**src/rtl/bfu_pkg.sv**
```systemverilog
package bfu_pkg;

   typedef enum logic [1:0] {
      BFU_EXT_ZERO = 2'd0,
      BFU_EXT_SIGN = 2'd1,
      BFU_INSERT   = 2'd2,
      BFU_RESERVED = 2'd3
   } bfu_op_e;

   // shifter implementation choices
   localparam int BFU_SHIFT_NATIVE = 0;
   localparam int BFU_SHIFT_STAGED = 1;

endpackage

```
**src/rtl/bfu_shift.sv**
```systemverilog
module bfu_shift #(
   parameter int W        = 32,
   parameter int AMT_W    = $clog2(W),
   parameter bit LEFT     = 1'b0,
   parameter int IMPL     = bfu_pkg::BFU_SHIFT_STAGED
) (
   input  logic [W-1:0]     din,
   input  logic [AMT_W-1:0] amt,
   output logic [W-1:0]     dout
);

   if (AMT_W < 1 || (1 << AMT_W) < W) begin : g_bad_amt
      $error("bfu_shift: AMT_W too small for W");
   end

   if (IMPL == bfu_pkg::BFU_SHIFT_NATIVE) begin : g_native
      if (LEFT) begin : g_l
         assign dout = din << amt;
      end else begin : g_r
         assign dout = din >> amt;
      end
   end else begin : g_staged
      logic [W-1:0] stg [0:AMT_W];
      assign stg[0] = din;
      for (genvar s = 0; s < AMT_W; s++) begin : g_stage
         if (LEFT) begin : g_l
            assign stg[s+1] = amt[s] ? (stg[s] << (1 << s)) : stg[s];
         end else begin : g_r
            assign stg[s+1] = amt[s] ? (stg[s] >> (1 << s)) : stg[s];
         end
      end
      assign dout = stg[AMT_W];
   end

endmodule

```
**src/rtl/bfu_mask_gen.sv**
```systemverilog
module bfu_mask_gen #(
   parameter int W     = 32,
   parameter int POS_W = $clog2(W),
   parameter int LEN_W = POS_W + 1,
   parameter int IMPL  = bfu_pkg::BFU_SHIFT_STAGED
) (
   input  logic [POS_W-1:0] start,
   input  logic [LEN_W-1:0] len_req,
   output logic [LEN_W-1:0] len_eff,
   output logic [W-1:0]     low_mask,
   output logic [W-1:0]     field_mask
);

   localparam logic [LEN_W-1:0] FULL = LEN_W'(W);

   logic [LEN_W-1:0] room;

   // space between the start position and the top of the word
   assign room    = FULL - {1'b0, start};
   assign len_eff = (len_req > room) ? room : len_req;

   // thermometer code: bit k is set while k is below the effective length
   for (genvar k = 0; k < W; k++) begin : g_therm
      assign low_mask[k] = (LEN_W'(k) < len_eff);
   end

   bfu_shift #(
      .W(W), .AMT_W(POS_W), .LEFT(1'b1), .IMPL(IMPL)
   ) u_place (
      .din(low_mask), .amt(start), .dout(field_mask)
   );

   always_comb begin
      AST_MASK_LEN: assert ($countones(low_mask) == int'(len_eff))
         else $error("low mask population differs from clipped length");
      AST_CLIP_BOUND: assert ((int'(len_eff) + int'(start) <= W) && (len_eff <= len_req))
         else $error("clipped field runs past the word");
   end

endmodule

```
**src/rtl/bfu_extract.sv**
```systemverilog
module bfu_extract #(
   parameter int W     = 32,
   parameter int POS_W = $clog2(W),
   parameter int LEN_W = POS_W + 1,
   parameter int IMPL  = bfu_pkg::BFU_SHIFT_STAGED
) (
   input  logic [W-1:0]     src,
   input  logic [POS_W-1:0] start,
   input  logic [LEN_W-1:0] len_eff,
   input  logic [W-1:0]     low_mask,
   input  logic             sign_fill,
   output logic [W-1:0]     dout
);

   logic [W-1:0]     aligned;
   logic [W-1:0]     zfield;
   logic [POS_W-1:0] top_idx;
   logic             top_bit;

   bfu_shift #(
      .W(W), .AMT_W(POS_W), .LEFT(1'b0), .IMPL(IMPL)
   ) u_align (
      .din(src), .amt(start), .dout(aligned)
   );

   assign zfield = aligned & low_mask;
   // a full-width field wraps to index W-1, which is its correct top bit
   assign top_idx = len_eff[POS_W-1:0] - POS_W'(1);
   assign top_bit = (len_eff != '0) & aligned[top_idx];

   always_comb begin
      if (sign_fill) dout = zfield | (~low_mask & {W{top_bit}});
      else           dout = zfield;
   end

   always_comb begin
      AST_ZERO_LEN_EXT: assert ((len_eff != '0) || (dout == '0))
         else $error("empty field extract is not zero");
      AST_FIELD_KEEP: assert ((dout & low_mask) == ((src >> start) & low_mask))
         else $error("extracted field bits differ from source");
   end

endmodule

```
**src/rtl/bfu_insert.sv**
```systemverilog
module bfu_insert #(
   parameter int W     = 32,
   parameter int POS_W = $clog2(W),
   parameter int IMPL  = bfu_pkg::BFU_SHIFT_STAGED
) (
   input  logic [W-1:0]     src,
   input  logic [W-1:0]     base,
   input  logic [POS_W-1:0] start,
   input  logic [W-1:0]     field_mask,
   output logic [W-1:0]     dout
);

   logic [W-1:0] placed;

   bfu_shift #(
      .W(W), .AMT_W(POS_W), .LEFT(1'b1), .IMPL(IMPL)
   ) u_place (
      .din(src), .amt(start), .dout(placed)
   );

   assign dout = (base & ~field_mask) | (placed & field_mask);

   always_comb begin
      AST_INS_OUTSIDE: assert (((dout ^ base) & ~field_mask) == '0)
         else $error("insert disturbed a bit outside the field");
   end

endmodule

```
**src/rtl/bfu_top.sv**
```systemverilog
module bfu_top #(
   parameter int W     = 32,
   parameter int IMPL  = bfu_pkg::BFU_SHIFT_STAGED,
   parameter int POS_W = $clog2(W),
   parameter int LEN_W = POS_W + 1
) (
   input  logic [1:0]       op_sel,
   input  logic [W-1:0]     src_word,
   input  logic [W-1:0]     dst_word,
   input  logic [POS_W-1:0] fld_start,
   input  logic [LEN_W-1:0] fld_len,
   output logic [W-1:0]     result
);
   import bfu_pkg::*;

   if (W < 2 || (W & (W - 1)) != 0) begin : g_bad_width
      $error("bfu_top: W must be a power of two of at least 2");
   end
   if (IMPL != BFU_SHIFT_NATIVE && IMPL != BFU_SHIFT_STAGED) begin : g_bad_impl
      $error("bfu_top: unknown shifter implementation");
   end

   bfu_op_e          op;
   logic [LEN_W-1:0] len_eff;
   logic [W-1:0]     low_mask;
   logic [W-1:0]     field_mask;
   logic [W-1:0]     ext_out;
   logic [W-1:0]     ins_out;

   assign op = bfu_op_e'(op_sel);

   bfu_mask_gen #(.W(W), .POS_W(POS_W), .LEN_W(LEN_W), .IMPL(IMPL)) u_mask (
      .start(fld_start), .len_req(fld_len), .len_eff(len_eff),
      .low_mask(low_mask), .field_mask(field_mask)
   );

   bfu_extract #(.W(W), .POS_W(POS_W), .LEN_W(LEN_W), .IMPL(IMPL)) u_ext (
      .src(src_word), .start(fld_start), .len_eff(len_eff),
      .low_mask(low_mask), .sign_fill(op == BFU_EXT_SIGN), .dout(ext_out)
   );

   bfu_insert #(.W(W), .POS_W(POS_W), .IMPL(IMPL)) u_ins (
      .src(src_word), .base(dst_word), .start(fld_start),
      .field_mask(field_mask), .dout(ins_out)
   );

   always_comb begin
      unique case (op)
         BFU_EXT_ZERO, BFU_EXT_SIGN: result = ext_out;
         BFU_INSERT:                 result = ins_out;
         default:                    result = dst_word;
      endcase
   end

   always_comb begin
      AST_EXTZ_HIGH_CLEAR: assert ((op != BFU_EXT_ZERO) || ((result & ~low_mask) == '0))
         else $error("zero-fill extract left bits above the field");
      AST_EXTS_UNIFORM: assert ((op != BFU_EXT_SIGN) || ((result & ~low_mask) == '0)
                                || ((result | low_mask) == '1))
         else $error("sign-fill extract has mixed bits above the field");
      AST_RSV_PASS: assert ((op != BFU_RESERVED) || (result == dst_word))
         else $error("reserved operation altered the destination");
      AST_INS_EMPTY: assert ((op != BFU_INSERT) || (len_eff != '0) || (result == dst_word))
         else $error("empty insert changed the destination");
   end

endmodule

```
**config.mk**
```make
export PLATFORM = sky130hd
export DESIGN_NAME = bfu_top
export DESIGN_NICKNAME = d
export VERILOG_FILES = /design/src/rtl/bfu_pkg.sv /design/src/rtl/bfu_shift.sv /design/src/rtl/bfu_mask_gen.sv /design/src/rtl/bfu_extract.sv /design/src/rtl/bfu_insert.sv /design/src/rtl/bfu_top.sv
export SDC_FILE = /design/constraint.sdc
export NUM_CORES = 1
export LEC_CHECK = 0
export BUFFER_PORTS_ARGS = -buffer_cell sky130_fd_sc_hd__buf_2
export CAP_MARGIN = 10
export CORE_ASPECT_RATIO = 0.9
export CORE_MARGIN = 2
export CORE_UTILIZATION = 37
export DETAILED_ROUTE_END_ITERATION = 12
export PLACE_DENSITY = 0.52
export SLEW_MARGIN = 10
export SYNTH_ARGS = -nofsm -noshare
export SYNTH_HDL_FRONTEND = slang
export SYNTH_SLANG_ARGS = --single-unit
```
**constraint.sdc**
```tcl
create_clock -name vclk -period 8.9
set_clock_uncertainty 0.05 [all_clocks]
set_input_delay 1.335 -clock vclk [all_inputs]
set_output_delay 1.335 -clock vclk [all_outputs]
set_load 0.005 [all_outputs]
```
Word-level counts from Yosys, hierarchy flattened
Index checks and enable logic that the tools add are counted.

Muxes and demuxes: 20. Reductions and logical operators: 3. Add/subtract/negate cells: 2. Bitwise operators: 9. Equality and inequality tests: 2. Order comparisons: 34.

Operators with widths (number): $mux W32 (16); $and A32 B32 Y32 (4); $lt A5 B6 Y1 const A (16); $not A32 Y32 (2); $or A32 B32 Y32 (2); $pmux W32 S2 (1); $lt A4 B6 Y1 const A (8); $lt A3 B6 Y1 const A (4); $lt A1 B6 Y1 const A (2); $lt A2 B6 Y1 const A (2); $gt A6 B6 Y1 (1); $lt A5 B6 Y1 const B (1); $mux W6 (1); $reduce_bool A6 Y1 (1); $sub A6 B5 Y6 const A (1); $bmux W1 S5 (1); $sub A5 B1 Y5 const B (1); $eq A2 B1 Y1 const B (1); $eq A2 B2 Y1 const B (1); $logic_not A2 Y1 (1); $reduce_or A2 Y1 (1); $and A1 B1 Y1 (1); $mux W1 (1).

Output and inout bits: 32. Register bits: 0.

Depth between registers and ports, before layout
Gate-level depths: netlist of run 1.

Depth in word-level cells: 13. Gate-level depth with buffers: 28.

By module
Synthesis of run 1 repeated with hierarchy kept, for this count alone.

Cell total of the unflattened synthesis: 925. Area, all modules: 8323.0 um2.

Modules (own cells, without submodules): bfu_shift (u_ins.u_place ...) (area an instance 1774.2 um2, seq. area each 0.0 um2, instances 2, cells each 183); bfu_shift (u_ext.u_align) (area an instance 1778.0 um2, seq. area each 0.0 um2, instances 1, cells each 192); bfu_mask_gen (area an instance 1027.2 um2, seq. area each 0.0 um2, instances 1, cells each 162); bfu_extract (area an instance 777.0 um2, seq. area each 0.0 um2, instances 1, cells each 65); bfu_top (area an instance 711.9 um2, seq. area each 0.0 um2, instances 1, cells each 108); bfu_insert (area an instance 480.5 um2, seq. area each 0.0 um2, instances 1, cells each 32).

Least setup slack after synthesis of run 1
Ideal clock, no wire load.

Path type: input to output. Start point: input port fld_start[1]. End point: output port result[11]. Stages on the path: 24. Path slack: 0.611 ns. Arrival: 6.904 ns. Required time: 7.515 ns. Path through: buf_2 inv_1 buf_2 buf_2 clkbuf_1 clkbuf_1 ha_1 nor3b_4 mux2i_1 nand2_2 o32a_1 nand2_1 buf_2 inv_1 ha_1 clkbuf_1 mux4_2 a21o_1 a221oi_1 o21ai_1 a31oi_4 buf_6 nand4_1 a22oi_1.

Word-level cells in the longest chain between the ends: 13. Elaborated cells between the ends (all ways): 43. Classes of those cells: add/sub (2); order compare (13); mux (18); bitwise (9); reduce/logical (1).

RTL lines: from (decl) (line bfu_top.sv:10) `input logic [POS_W-1:0] fld_start,`; branches (longest 12 deep; another with $sub A6 B5 Y6); $pmux W32 S2 * (line bfu_top.sv:48) `unique case (op)`; to (decl) (line bfu_top.sv:12) `output logic [W-1:0] result`.

Mark *: on every way between the ends. The select of a mux whose other input is x is not followed.

Worst setup path in the final report of run 1
Start point: input port fld_start[0]. End point: output port result[13].

Same word-level chain as after synthesis.

==> results of run 1 <==
placed cells by master (no fill, tap or decap), drive strengths merged, types with 6 or more instances in the layout:
cell type and instances:
a211o 9, xnor2 8, a41oi 7, o22ai 30, and2 15, nand2 112
o32ai 6, or3 7, o211ai 31, a32o 8, a22oi 12, or2 12
a211oi 31, mux4 44, a311oi 12, a31oi 31, and3 8, ha 9
a21o 11, o221ai 6, a21oi 87, o31ai 11, inv 32, a32oi 6
a2111oi 9, nor3 36, o21ai 83, mux2i 68, buf 173, a21boi 9
nand2b 10, nand3 22, mux2 33, nor2 136, nand4 14, a221oi 10
nor4 12
cells by family after synthesis:
group | share of synthesized area (%)
AOI/OAI and AO/OA | 41.2
and+or+nand+nor | 23.7
muxes | 25.2
adders and majority gates | 1.39
xor gates and xnor gates | 1.06
buffers and inverters | 7.44
cell type report:
class | count | area, um^2 | share of cell area (%)
repair buffers | 173 | 1030 | 11.4
diodes | 2 | 5.00 | 0.0553
inverters | 34 | 128 | 1.41
multi-input cells | 1043 | 7520 | 83.1
well taps | 291 | 364 | 4.02
worst min path at each step:
stage / to / cells past startpoint
2_1_floorplan: result[24] / 2
3_3_place_gp: result[9] / 4
3_5_place_dp: result[24] / 4
4_1_cts: result[24] / 4
5_1_grt: result[24] / 4
6_report: result[24] / 4
metrics by stage:
stage	util, %	hold slack [ns]	std cells
2_1_floorplan	-	2.73	1185
3_3_place_gp	41.9	2.95	1541
3_5_place_dp	41.9	2.96	1541
4_1_cts	41.9	2.96	1541
5_1_grt	41.9	2.98	1541
6_report	42.0	2.96	1543
layer usage:
layer / up-vias / routed length, um / part of all wire (%)
met5: - / 27 / 0.051
met4: 4 / 2750 / 5.2
met3: 161 / 7420 / 14
met2: 975 / 20900 / 40
met1: 5418 / 21300 / 41
li1: 4827 / - / -
==> flow_metrics.env, run 1 <==
export IMPL_status="finished clean"
export IMPL_min_period_ns=8.55
export IMPL_rsz0062_at_grt="false"
export IMPL_worstPathCellList="buf_4, or3_1, nor3_1, inv_1, ha_1, and3_1, mux2i_1, nand2_2, o32a_1, nand2_1, inv_1, ha_1, mux4_2, a21o_1, a221oi_1, o21ai_1, a31oi_4, buf_4, a311oi_1, a21oi_1, buf_2"
export IMPL_maxCapViolCount=0
export IMPL_max_stage_delay_ns=0.66
export IMPL_final_cell_area_mm2=0.00905
export IMPL_ys_top_cells_by_area="mux4_2 12%, mux2i_1 8.4%, nor2_1 6.2%, a21oi_1 5.4%, nand2_1 5.1%"
export IMPL_drtIter0Drc=1914
export IMPL_fp_coreArea_mm2=0.0216
export IMPL_path_buf_inv=5
export IMPL_place_area_mm2=0.00905
export IMPL_seq_cells=0
export IMPL_path_depth=21
export IMPL_dp_hpwl_um=41400
export IMPL_dieHeight_um=145
export IMPL_syn_nets=1271
export IMPL_drt_wirelength_per_cell_um=34.0
export IMPL_yosysTopAreaCell="mux4_2"
export IMPL_grt_remaining_overflow=0
export IMPL_pin_count=109
export IMPL_synthTopCellsByCount="135 x nor2_1, 111 x nand2_1, 87 x a21oi_1, 75 x o21ai_0, 68 x mux2i_1"
export IMPL_cts_setup_buffers=0
export IMPL_rows=51
export IMPL_grt_max_degree=76
export IMPL_cts_resized=0
export IMPL_hp_class="in -> out"
export IMPL_num_nets_final=1338
export IMPL_relSlewSlack_pct=19.7
export IMPL_io_buffers=109
export IMPL_remaining_drc_errors=0
export IMPL_drt_pass1_iterations=8
export IMPL_cp_arrival_ns=7.17
export IMPL_wirelength_um=52500
export IMPL_synth_warning_count=0
export IMPL_cp_top_family="compound AO/OA/AOI/OAI gates"
export IMPL_synth_most_common_cell="nor2_1"
export IMPL_grtUsageMet2_pct=63.5
export IMPL_die_w_um=160
export IMPL_viasPerCell=7.38
export IMPL_hold_violations=0
export IMPL_tns_ns=0
export IMPL_netlist_area_mm2=0.00812
export IMPL_grt_pass1_vias=10300
export IMPL_gr_usage_all_layers_pct=43.7
export IMPL_seq_area_frac_synth_pct=0
export IMPL_slew_violations=0
export IMPL_antenna_found_initial=4
export IMPL_setup_worst_path_class="in -> out"
export IMPL_synth_cells=1185
export IMPL_grtUsageMet1_pct=60.1
export IMPL_syn_avg_cell_area_um2=6.85
export IMPL_place_ws_ns=0.519
export IMPL_setup_viol=0
export IMPL_synth_top_area_share_pct=12.2
export IMPL_grt_use_met3_pct=13.0
export IMPL_cp_required_ns=7.52
export IMPL_clkbuf_count=0
export IMPL_syn_to_final_growth_pct=11.5
export IMPL_crit_slowest_cell="a31oi_4"
export IMPL_min_period_over_period_pct=96.1
export IMPL_grt_busiest_layer="met2"
export IMPL_crit_end="result[13]"
export IMPL_place_congestion=1.06
export IMPL_startpoint_type="input port"
export IMPL_drive_above_1_share_pct=23.3
export IMPL_tightest_slew_ns=1.17
export IMPL_start_util_pct=37.6
export IMPL_crit_fanout=31
export IMPL_seqCellArea_um2=0
export IMPL_die_area_mm2=0.0231
export IMPL_fill_cells=2393
export IMPL_hp_start="dst_word[24]"
export IMPL_timing_final_ws_setup_ns=0.345
export IMPL_critPathLaunch="fld_start[0]"
export IMPL_clock_fmax_mhz=117
export IMPL_hold_buffers=0
export IMPL_vias=11400
export IMPL_netlist_cell_type_count=96
export IMPL_final_antenna_net_count=0
export IMPL_grt_pass1_wl_um=74200
export IMPL_endpoint_kind="primary output"
==> inputs of run 2 (changes only) <==
- CELL_PAD_IN_SITES_DETAIL_PLACEMENT: default -> 2
- CELL_PAD_IN_SITES_GLOBAL_PLACEMENT: default -> 2
- CORE_UTILIZATION: 37 -> 34
- PLACE_DENSITY: 0.52 -> 0.81
- SLEW_MARGIN: 10 -> default
==> flow_metrics.env, run 2 (synthesized netlist as in run 1, its figures left out) <==
export IMPL_grt_pass1_vias=11700
export IMPL_clock_fmax_mhz=115
export IMPL_num_nets_final=1326
export IMPL_setup_worst_path_class="in -> out"
export IMPL_relSlewSlack_pct=31.8
export IMPL_rsz0062_at_grt="false"
export IMPL_seq_cells=0
export IMPL_die_area_mm2=0.0251
export IMPL_timing_final_ws_setup_ns=0.227
export IMPL_p_per_area_mw_per_mm2=96.3
export IMPL_layout_commonest_cell="nor2_1"
export IMPL_p_leak_uw=0.00338
export IMPL_endpoint_kind="primary output"
export IMPL_min_period_over_period_pct=97.4
export IMPL_final_instance_count_excl_fill=1541
export IMPL_status="finished clean"
export IMPL_seqCellArea_um2=0
export IMPL_worstPathCellList="buf_4, or3_1, nor3_1, inv_1, ha_1, and3b_1, mux2i_1, nand2_2, o32a_1, nand2_1, inv_1, ha_1, inv_1, nand2_1, a21oi_1, inv_1, mux4_2, o2bb2ai_1, a221oi_1, a211oi_2, mux2_2, o211ai_1, buf_2"
export IMPL_cts_setup_buffers=0
export IMPL_hold_buffers=0
export IMPL_hold_depth=4
export IMPL_min_period_ns=8.67
export IMPL_tightest_slew_ns=1.02
export IMPL_wirelength_um=55800
export IMPL_max_stage_delay_ns=0.49
export IMPL_die_w_um=167
export IMPL_hp_class="in -> out"
export IMPL_final_cell_mix="135 x nor2_1, 111 x nand2_1, 106 x buf_2, 87 x a21oi_1, 75 x o21ai_0"
export IMPL_tns_ns=0
export IMPL_vias=11600
export IMPL_cp_top_family="compound AO/OA/AOI/OAI gates"
export IMPL_drive_above_1_share_pct=22.7
export IMPL_grt_remaining_overflow=0
export IMPL_final_cell_area_mm2=0.00898
export IMPL_crit_fanout=10
export IMPL_rows=53
export IMPL_drt_wirelength_per_cell_um=36.2
export IMPL_power_uw=865
export IMPL_min_to="result[9]"
export IMPL_place_congestion=1.07
export IMPL_dieHeight_um=151
export IMPL_hp_start="dst_word[9]"
export IMPL_fp_coreArea_mm2=0.0234
export IMPL_maxCapViolCount=0
export IMPL_place_ws_ns=0.357
export IMPL_viasPerCell=7.55
export IMPL_setup_viol=0
export IMPL_crit_slowest_cell="mux4_2"
export IMPL_place_area_mm2=0.00897
export IMPL_cp_required_ns=7.52
export IMPL_antenna_found_initial=0
export IMPL_drt_pass1_iterations=5
export IMPL_start_util_pct=34.7
export IMPL_place_inst=1540
export IMPL_slew_violations=0
export IMPL_grt_pass1_wl_um=81200
export IMPL_cp_arrival_ns=7.29
export IMPL_ir_drop_uv=46.8
export IMPL_clkbuf_count=0
export IMPL_remaining_drc_errors=0
export IMPL_final_antenna_net_count=0
export IMPL_gr_usage_all_layers_pct=43.1
export IMPL_grt_max_degree=74
export IMPL_pin_count=109
export IMPL_startpoint_type="input port"
export IMPL_drtIter0Drc=1589
export IMPL_crit_path_frequent_cell="inv_1"
export IMPL_io_buffers=109
export IMPL_path_buf_inv=6
export IMPL_syn_to_final_growth_pct=10.6
export IMPL_hold_violations=0
export IMPL_dp_hpwl_um=44100
## run 2: layout make-up
type | count | area, um^2
diodes | 1 | 2.50
fillers | 2835 | 14400
inverters | 34 | 128
multi-input cells | 1043 | 7530
well taps | 302 | 378
repair buffers | 161 | 943
## run 2: what timing repair did
action	in CTS	in global routing
hold endpoints to repair	0	0
resized for setup	0	2
endpoints found under the setup margin	0	2
## run 2: tightest hold or removal path: stages
cell and delay (ns):
buf_2 0.09, o211ai_1 0.08, nand3_1 0.07, buf_2 0.11
## run 2: power breakdown
part	internal [uW]	switching, uW
logic	277	587
registers	0	0
clock network	0.0000159	0
## run 2: metrics by stage
stage	hold WS [ns]	utilization [%]
CTS	2.96	38.3
global route	2.99	38.4
finish	2.97	38.4
detailed placement	2.96	38.3
global placement	2.96	38.3
floorplan	2.73	-
## run 2: how the worst max path moves through the flow
stage                       from          to  slack, ns  cells after the start
finish              fld_start[1]  result[28]       0.23                     23
global route        fld_start[3]   result[7]      0.004                     21
CTS                 fld_start[3]  result[28]       0.35                     23
detailed placement  fld_start[3]  result[28]       0.36                     23
global placement    fld_start[3]  result[22]       0.54                     23
floorplan           fld_start[1]  result[11]       0.61                     24
## run 2: metal layers
metal  track usage [%]  part of all wire (%)  up-vias
li1                  -                     -     4806
met3              10.6                    11      214
met2              66.1                    42      847
met1              56.0                    40     5773
met4              22.7                   6.6        0
met5                 0                     0        -
Power figures use the tool's default switching activity.
==> inputs of run 3 (changes only) <==
- clock period: 8.9 -> 9.1 ns (I/O delays scaled with it)
==> flow_metrics.env, run 3 (synthesized netlist as in run 1, its figures left out) <==
export IMPL_status="finished clean"
export IMPL_cts_resized=0
export IMPL_grt_pass1_wl_um=80600
export IMPL_hold_violations=0
export IMPL_io_buffers=109
export IMPL_rows=53
export IMPL_cp_arrival_ns=7.38
export IMPL_min_period_over_period_pct=96.6
export IMPL_rsz0062_at_grt="false"
export IMPL_grt_max_degree=74
export IMPL_cp_required_ns=7.69
export IMPL_die_area_mm2=0.0251
export IMPL_seq_cells=0
export IMPL_grt_remaining_overflow=0
export IMPL_setup_worst_path_class="in -> out"
export IMPL_slew_violations=0
export IMPL_antenna_found_initial=1
export IMPL_dp_hpwl_um=43900
export IMPL_multi_input_area_mm2=0.00753
export IMPL_fill_cells=2910
export IMPL_p_leak_uw=0.00333
export IMPL_hp_class="in -> out"
export IMPL_layout_commonest_cell="nor2_1"
export IMPL_num_nets_final=1316
export IMPL_cts_setup_buffers=0
export IMPL_hold_depth=4
export IMPL_final_util_pct=38.0
export IMPL_seqCellArea_um2=0
export IMPL_drive_above_1_share_pct=22.0
export IMPL_endpoint_kind="primary output"
export IMPL_setup_viol=0
export IMPL_grt_pass1_vias=11700
export IMPL_wirelength_um=55100
export IMPL_ir_drop_uv=47.8
export IMPL_tns_ns=0
export IMPL_viasPerCell=7.56
export IMPL_maxCapViolCount=0
export IMPL_crit_fanout=11
export IMPL_hold_buffers=0
export IMPL_diodes=0
export IMPL_min_period_ns=8.79
export IMPL_gr_usage_all_layers_pct=42.6
export IMPL_drt_pass1_iterations=5
export IMPL_vias=11600
export IMPL_final_cell_mix="135 x nor2_1, 111 x nand2_1, 106 x buf_2, 87 x a21oi_1, 75 x o21ai_0"
export IMPL_clock_fmax_mhz=114
export IMPL_relSlewSlack_pct=25.2
export IMPL_dieHeight_um=151
export IMPL_die_w_um=167
export IMPL_start_util_pct=34.7
export IMPL_pin_count=109
export IMPL_fp_coreArea_mm2=0.0234
export IMPL_clkbuf_count=0
export IMPL_drtIter0Drc=1583
export IMPL_place_congestion=1.06
export IMPL_syn_to_final_growth_pct=9.63
export IMPL_tightest_slew_ns=1.12
export IMPL_p_per_area_mw_per_mm2=94.2
export IMPL_remaining_drc_errors=0
export IMPL_drt_wirelength_per_cell_um=36.0
export IMPL_final_antenna_net_count=0
export IMPL_startpoint_type="input port"
[run 3: worst max-delay path, cell delays in order]
cell and delay [ns]:
buf_2 0.13, or3_1 0.43, nor3_2 0.31, inv_1 0.12, ha_1 0.41, and3_1 0.24
mux2_2 0.33, o21ai_0 0.27, o32a_1 0.25, nand2_1 0.12, inv_1 0.08, ha_1 0.51
inv_1 0.28, nor2_1 0.39, nand2_1 0.14, o21bai_1 0.18, mux2i_1 0.10, a31oi_1 0.33
o22ai_1 0.32, a211o_1 0.49, a41oi_1 0.25, nand4b_1 0.16, buf_2 0.16
[run 3: layout make-up]
type	instances	share of cell area, %
inverter	34	1.43
multi-input combinational	1043	84.6
tap	302	4.25
timing repair buffer	151	9.76
[run 3: worst paths after layout]
check / from / endpoint
worst max-delay path: fld_start[3] / result[25]
worst min-delay path: dst_word[9] / result[9]
[run 3: layer usage]
layer	track usage, %	wire length, um
met5	0	10
met4	22.2	3440
met2	66.4	23900
met3	7.75	5220
met1	56.2	22600
[run 3: through the flow]
stage	cells	hold slack [ns]	total power, uW	setup slack (ns)	instance area, um^2
detailed placement	1530	3.04	799	0.295	8890
global placement	1530	3.03	779	0.453	8890
floorplan	1185	2.79	485	0.751	8120
CTS	1530	3.04	802	0.274	8890
finish	1530	3.03	838	0.305	8900
global route	1530	3.07	869	0.0345	8900
[run 3: power by group]
group | switching (uW) | internal [uW] | leakage (uW)
Combinational | 569 | 269 | 0.00333
Clock | 0 | 0 | 0
Sequential | 0 | 0 | 0
Total | 569 | 269 | 0.00333
